[src/rtl/div158_pkg.sv]
package div158_pkg;

   // Next serial input bit of a twisted-ring register: the inverted last stage,
   // optionally complemented by a correction chosen for the current state.
   function automatic logic ring_din(input logic last_stage, input logic correct);
      return (~last_stage) ^ correct;
   endfunction

   // Nominal prescaler length (clocks per pass without modulation)
   localparam int unsigned PRE_LEN = 5;

endpackage

[src/rtl/fsr_stage.sv]
module fsr_stage #(
   parameter int unsigned W           = 3,
   parameter logic [2**W-1:0] FLIP_MASK = '0,
   parameter int unsigned TERM_STATE  = 0,
   parameter int unsigned MOD_STATE   = 0
) (
   input  logic clk,
   input  logic rst,
   input  logic en,
   input  logic mod_i,
   output logic term_o
);
   import div158_pkg::*;

   localparam logic [W-1:0] TERM_V = W'(TERM_STATE);
   localparam logic [W-1:0] MOD_V  = W'(MOD_STATE);

   generate
      if (W < 2) begin : g_bad_width
         $error("fsr_stage: W must be at least 2");
      end
      if (TERM_STATE >= 2**W) begin : g_bad_term
         $error("fsr_stage: TERM_STATE out of range");
      end
      if (MOD_STATE >= 2**W) begin : g_bad_mod
         $error("fsr_stage: MOD_STATE out of range");
      end
   endgenerate

   logic [W-1:0] st_q;
   logic         fix;
   logic         din;

   always_comb begin
      fix = FLIP_MASK[st_q] ^ (mod_i && (st_q == MOD_V));
      din = ring_din(st_q[W-1], fix);
   end

   always_ff @(posedge clk) begin
      if (rst)     st_q <= '0;
      else if (en) st_q <= {st_q[W-2:0], din};
   end

   assign term_o = (st_q == TERM_V);

   // an enabled shift never leaves the register where it was (no stuck state)
   p_no_stall_r2: assert property (@(posedge clk) disable iff (rst)
      en |=> (st_q != $past(st_q)));

endmodule

[src/rtl/toggle_ff.sv]
module toggle_ff (
   input  logic clk,
   input  logic rst,
   input  logic tick,
   output logic q
);
   always_ff @(posedge clk) begin
      if (rst)       q <= 1'b0;
      else if (tick) q <= ~q;
   end

   // a tick always flips the output on the next edge
   p_flip_on_tick_r6: assert property (@(posedge clk) disable iff (rst)
      tick |=> (q != $past(q)));
   // without a tick the output holds
   p_hold_no_tick_r6: assert property (@(posedge clk) disable iff (rst)
      !tick |=> $stable(q));
endmodule

[src/rtl/div158_sr.sv]
module div158_sr #(
   parameter int unsigned PRE_W       = 3,
   parameter logic [2**PRE_W-1:0] PRE_FLIP = 8'b0000_1100,
   parameter int unsigned PRE_WRAP    = 4,
   parameter int unsigned SEQ_W       = 4,
   parameter logic [2**SEQ_W-1:0] SEQ_FLIP = 16'h0202,
   parameter int unsigned SEQ_LAST    = 8,
   parameter int unsigned HALF_PERIOD = 79
) (
   input  logic clk,
   input  logic rst,
   output logic div_o,
   output logic carry_o
);
   import div158_pkg::*;

   localparam int unsigned SEQ_LEN = 2**SEQ_W;
   localparam int unsigned GAP_W   = $clog2(HALF_PERIOD + 1) + 1;

   generate
      if (HALF_PERIOD != SEQ_LEN * PRE_LEN - 1) begin : g_bad_half
         $error("div158_sr: HALF_PERIOD must equal SEQ_LEN*PRE_LEN-1");
      end
   endgenerate

   logic pre_wrap;
   logic seq_last;
   logic carry;

   // Prescaler: wraps every 5 clocks, every 4 when the sequencer is at its last state
   fsr_stage #(
      .W(PRE_W), .FLIP_MASK(PRE_FLIP),
      .TERM_STATE(PRE_WRAP), .MOD_STATE(PRE_WRAP)
   ) u_pre (
      .clk(clk), .rst(rst), .en(1'b1), .mod_i(seq_last), .term_o(pre_wrap)
   );

   // Sequencer: 16-state merged ring stepped by the prescaler wrap
   fsr_stage #(
      .W(SEQ_W), .FLIP_MASK(SEQ_FLIP),
      .TERM_STATE(SEQ_LAST), .MOD_STATE(0)
   ) u_seq (
      .clk(clk), .rst(rst), .en(pre_wrap), .mod_i(1'b0), .term_o(seq_last)
   );

   assign carry   = pre_wrap & seq_last;
   assign carry_o = carry;

   toggle_ff u_tog (.clk(clk), .rst(rst), .tick(carry), .q(div_o));

   // Clocks since reset or since the last carry, for the spacing checks
   logic [GAP_W-1:0] gap_q;
   always_ff @(posedge clk) begin
      if (rst)        gap_q <= '0;
      else if (carry) gap_q <= GAP_W'(1);
      else            gap_q <= gap_q + GAP_W'(1);
   end

   // the cycle after a reset edge shows both outputs low
   p_reset_clear_r1: assert property (@(posedge clk) disable iff (rst)
      $fell(rst) |-> (!div_o && !carry_o));
   // each carry arrives exactly HALF_PERIOD clocks after the previous one (or after reset)
   p_carry_gap_r4: assert property (@(posedge clk) disable iff (rst)
      carry_o |-> (gap_q == GAP_W'(HALF_PERIOD)));
   // the gap never runs past the period without a carry
   p_no_overrun_r4: assert property (@(posedge clk) disable iff (rst)
      gap_q <= GAP_W'(HALF_PERIOD));
   // carry is a single-cycle pulse
   p_carry_single_r4: assert property (@(posedge clk) disable iff (rst)
      carry_o |=> !carry_o);

endmodule

[config.mk]
export PLATFORM = sky130hd
export DESIGN_NAME = div158_sr
export DESIGN_NICKNAME = d
export VERILOG_FILES = /design/src/rtl/div158_pkg.sv /design/src/rtl/fsr_stage.sv /design/src/rtl/toggle_ff.sv /design/src/rtl/div158_sr.sv
export SDC_FILE = /design/constraint.sdc
export NUM_CORES = 1
export LEC_CHECK = 0
export BUFFER_PORTS_ARGS = -buffer_cell sky130_fd_sc_hd__clkbuf_2
export CAP_MARGIN = 10
export CORE_UTILIZATION = 25
export CTS_BUF_LIST = sky130_fd_sc_hd__clkbuf_2 sky130_fd_sc_hd__clkbuf_4 sky130_fd_sc_hd__clkbuf_8
export DETAILED_ROUTE_END_ITERATION = 10
export PLACE_DENSITY = 0.52
export SETUP_SLACK_MARGIN = 0.3
export SYNTH_ARGS = -nofsm -noshare
export SYNTH_HDL_FRONTEND = slang
export SYNTH_SLANG_ARGS = --single-unit
[constraint.sdc]
create_clock -name clk -period 1.05 [get_ports clk]
set_input_delay 0.1575 -clock clk [delete_from_list [all_inputs] [get_ports clk]]
set_output_delay 0.1575 -clock clk [all_outputs]
set_load 0.005 [all_outputs]
==> summary.txt <==
SYNTHESIS
--------------------------------------------------------------------------------------------------------
Count of distinct cell types in the synthesized netlist                                               22
Combined area of all synthesized cells                                                           450 um2
Synthesized area per cell                                                                       9.79 um2
Seq cells post-synth                                                                                  10
Sequential cell area fraction in the yosys report                                                  0.444
Yosys warns                                                                                            0
Syn Inst Count                                                                                        46
Nets in the synthesized netlist                                                                       48

CRITICAL PATH
--------------------------------------------------------------------------------------------------------
Worst r2r path cells                                                                                   4
Crit path kind                                                                                   reg2out
Worst flop-to-flop path startpoint                                                          u_pre.st_q[1]
Highest net fanout along the worst path                                                                2
Arrival time at the worst endpoint                                                               1.16 ns
R2r endpoint                                                                                   u_seq.fix
Timing endpoint of the critical path                                                             carry_o
Reg-to-reg slack, setup                                                                         -0.01 ns
CP Data Required Time                                                                            0.89 ns
Timing startpoint of the critical path                                                      u_seq.st_q[2]
Crit path launch type                                                                               flop
Worst Setup End Kind                                                                          output pin

DRT
--------------------------------------------------------------------------------------------------------
Via-to-Cell Ratio                                                                                   4.35
Average wire per standard cell                                                                   10.1 um
Iteration-0 DRC count of the detailed router                                                           5
Total Wirelength                                                                                  926 um
Total iterations of the first detailed-routing run                                                     4
Antenna Violating Nets Remaining                                                                       0
Via count                                                                                            400
Remaining routing DRC violations                                                                       0

GLOBAL ROUTING
--------------------------------------------------------------------------------------------------------
Most Crowded Layer GR                                                                               met2
Number of antenna violations at the first check in global routing                                      0
Vias in the first global route                                                                       373
First-pass GRT wire length                                                                       1.57 mm
Maximum number of pins on one net before global-route repair                                           8
Met3 Use GR                                                                                       0.0367
Overflow left after global routing                                                                     0
Overall fraction of global-route tracks in use                                                     0.112
Met1 Resource Use GR                                                                               0.142
Met2 demand-to-capacity share in global routing                                                    0.162

DIE
--------------------------------------------------------------------------------------------------------
Die width                                                                                        44.4 um
Row count                                                                                             14
# IOs                                                                                                  4
Initial core utilization                                                                           0.283
Placeable core area                                                                             1590 um2
Die H                                                                                            44.4 um
DIE AREA                                                                                        1980 um2

CLOCK TREE
--------------------------------------------------------------------------------------------------------
TritonCTS clock tree                                                                                done
Number of clock sinks                                                                                 10
Clock tree root driver cell                                                                     clkbuf_4
Clock buffers created by TritonCTS                                                                     3
Post-cts hold buffer count                                                                             0
Post-CTS clock slew at the launch and capture registers of the worst setup and hold paths        0.07 ns
Total number of H-tree levels                                                                          1
Largest buffer count on any clock path                                                                 2
Clk_lat worst skew                                                                               0.27 ns

TIMING
--------------------------------------------------------------------------------------------------------
Timing-limited maximum frequency                                                               0.759 GHz
Worst rel slew slack                                                                               0.780
Largest clock skew in the final design                                                        0.00947 ns
Minimum setup slack in the final design                                                        -0.267 ns
Transition time of the tightest slew-check pin                                                  0.326 ns
Number of endpoints with negative hold slack in the final report                                       0
Period Utilization, post-route                                                                      1.25
Slew Limit Fails                                                                                       0
Post-layout minimum cycle time                                                                   1.32 ns
Total setup violations reported at the end of the flow                                                 4
Unrepaired setup endpoints after global routing                                                     true

CELLS AND AREA
--------------------------------------------------------------------------------------------------------
Top library cells by usage in the layout, fill and taps aside                               11 x buf_4, 7 x buf_6, 6 x nand2_1, 5 x nand2_2
Area growth from synthesis to layout                                                               60.6%
Most common library cell in the layout ignoring fill and taps                                      buf_4
Area used by multi-input combinational logic                                                     282 um2
Number of diodes                                                                                       0
Fillers                                                                                              151
Post-layout net count                                                                                 71
Final std cell area, no fill                                                                     723 um2
Fraction of layout cells with a size suffix above 1                                                0.676
Sequential cell area                                                                             215 um2
Fin cells                                                                                             92

PLACE
--------------------------------------------------------------------------------------------------------
Total placed cells including tap cells                                                                82
Dpl hpwl                                                                                          600 um
Port Buffer Count                                                                                      3
Cell Area, Placed                                                                                574 um2
RD Place Congestion                                                                                0.739

MIN PATH
--------------------------------------------------------------------------------------------------------
Type of the worst min-delay path                                                                  in2reg

OUTCOME
--------------------------------------------------------------------------------------------------------
Violations in the final reports                                                             setup timing
Run status                                                                                  finished, violations left

JOB
--------------------------------------------------------------------------------------------------------
Count of maximum capacitance violations                                                                0

PWR
--------------------------------------------------------------------------------------------------------
Power density over the cells                                                                 1120 nW/um2
Leak pwr                                                                                        0.278 nW
Largest voltage drop on the vdd net                                                               412 uV

[critical path, cell delays in order (launching register included)]
cell and delay, ns:
dfxtp_2 0.33, nor4b_4 0.29, and2_4 0.19, buf_6 0.08
[area by class of cell]
| cell class | count | share of cell area |
|---|---|---|
| tap | 24 | 0.0415 |
| sequential | 10 | 0.298 |
| timing repair buffer | 19 | 0.230 |
| clock buffer | 4 | 0.0415 |
| multi-input combinational | 35 | 0.389 |
[synth_stat cells]
cell      number  share of area
dfxtp_1       10           0.44
nand2_1       10          0.083
a21oi_1        4          0.044
nor2b_1        4          0.056
a31oi_1        1          0.014
and2_2         1          0.017
buf_6          1          0.025
nand2_2        1          0.014
nand2b_1       1          0.014
nand3_1        1          0.011
nor2_1         1         0.0083
nor3_1         1          0.011
nor3b_4        1          0.042
nor4_1         1          0.014
nor4b_1        1          0.019
nor4b_4        1          0.053
o211ai_1       1          0.017
o21ai_2        1          0.019
o41ai_2        1          0.036
or2_2          1          0.014
or3b_4         1          0.025
xnor2_1        1          0.019
[registers in the layout (all words and copies together), names as in the netlist, named ones only]
| name | count |
|---|---|
| u_seq.st_q | 4 |
| u_pre.st_q | 3 |
| u_seq.fix | 1 |
| u_tog.q | 1 |
[what timing repair did]
action | in CTS | in global routing
resized for setup | 11 | 9
setup endpoints to repair | 10 | 11
cloned | 0 | 0
pin swaps | 4 | 7
setup buffers | 5 | 1
[how the worst min path moves through the flow]
stage,from,slack (ns),endpoint,cells past startpoint
CTS,rst,0.15,u_pre.st_q[1],2
floorplan,rst,0.23,u_pre.st_q[1],1
global placement,rst,0.43,u_pre.st_q[2],2
global route,rst,0.15,u_pre.st_q[1],2
finish,rst,0.16,u_pre.st_q[1],2
detailed placement,rst,0.43,u_pre.st_q[2],2
[stage by stage]
| stage | power (mW) | hold WS (ns) | setup WS, ns | TNS [ns] | util |
|---|---|---|---|---|---|
| CTS | 0.817 | 0.149 | -0.290 | -0.345 | 0.426 |
| finish | 0.811 | 0.157 | -0.267 | -0.297 | 0.454 |
| global placement | 0.490 | 0.431 | -0.00621 | -0.00621 | 0.360 |
| global route | 0.862 | 0.150 | -0.332 | -0.648 | 0.454 |
| detailed placement | 0.490 | 0.429 | -0.0153 | -0.0163 | 0.360 |
| floorplan | 0.463 | 0.227 | 0.0618 | 0 | - |
[logic make-up (layout without fill, tap and decap cells)]
kind of cell,Yosys count,after routing,share of synthesized area
buffers and inverters,1,23,0.0250
DFF,10,10,0.444
xor gates and xnor gates,1,1,0.0194
and+or+nand+nor,26,26,0.381
AOI/OAI and AO/OA,8,8,0.131
[power by group]
part           total, mW  internal, mW  switching [mW]
Sequential         0.408         0.391          0.0170
Clock              0.314         0.173           0.141
Combinational     0.0890        0.0524          0.0367
Total              0.811         0.616           0.195
[routing by layer]
layer / part of all wire / up-vias
li1: - / 207
met3: 0.025 / 2
met1: 0.48 / 186
met2: 0.48 / 5
met5: 0 / -
met4: 0.019 / 0
Note: power is estimated with default switching activity, not from simulation.
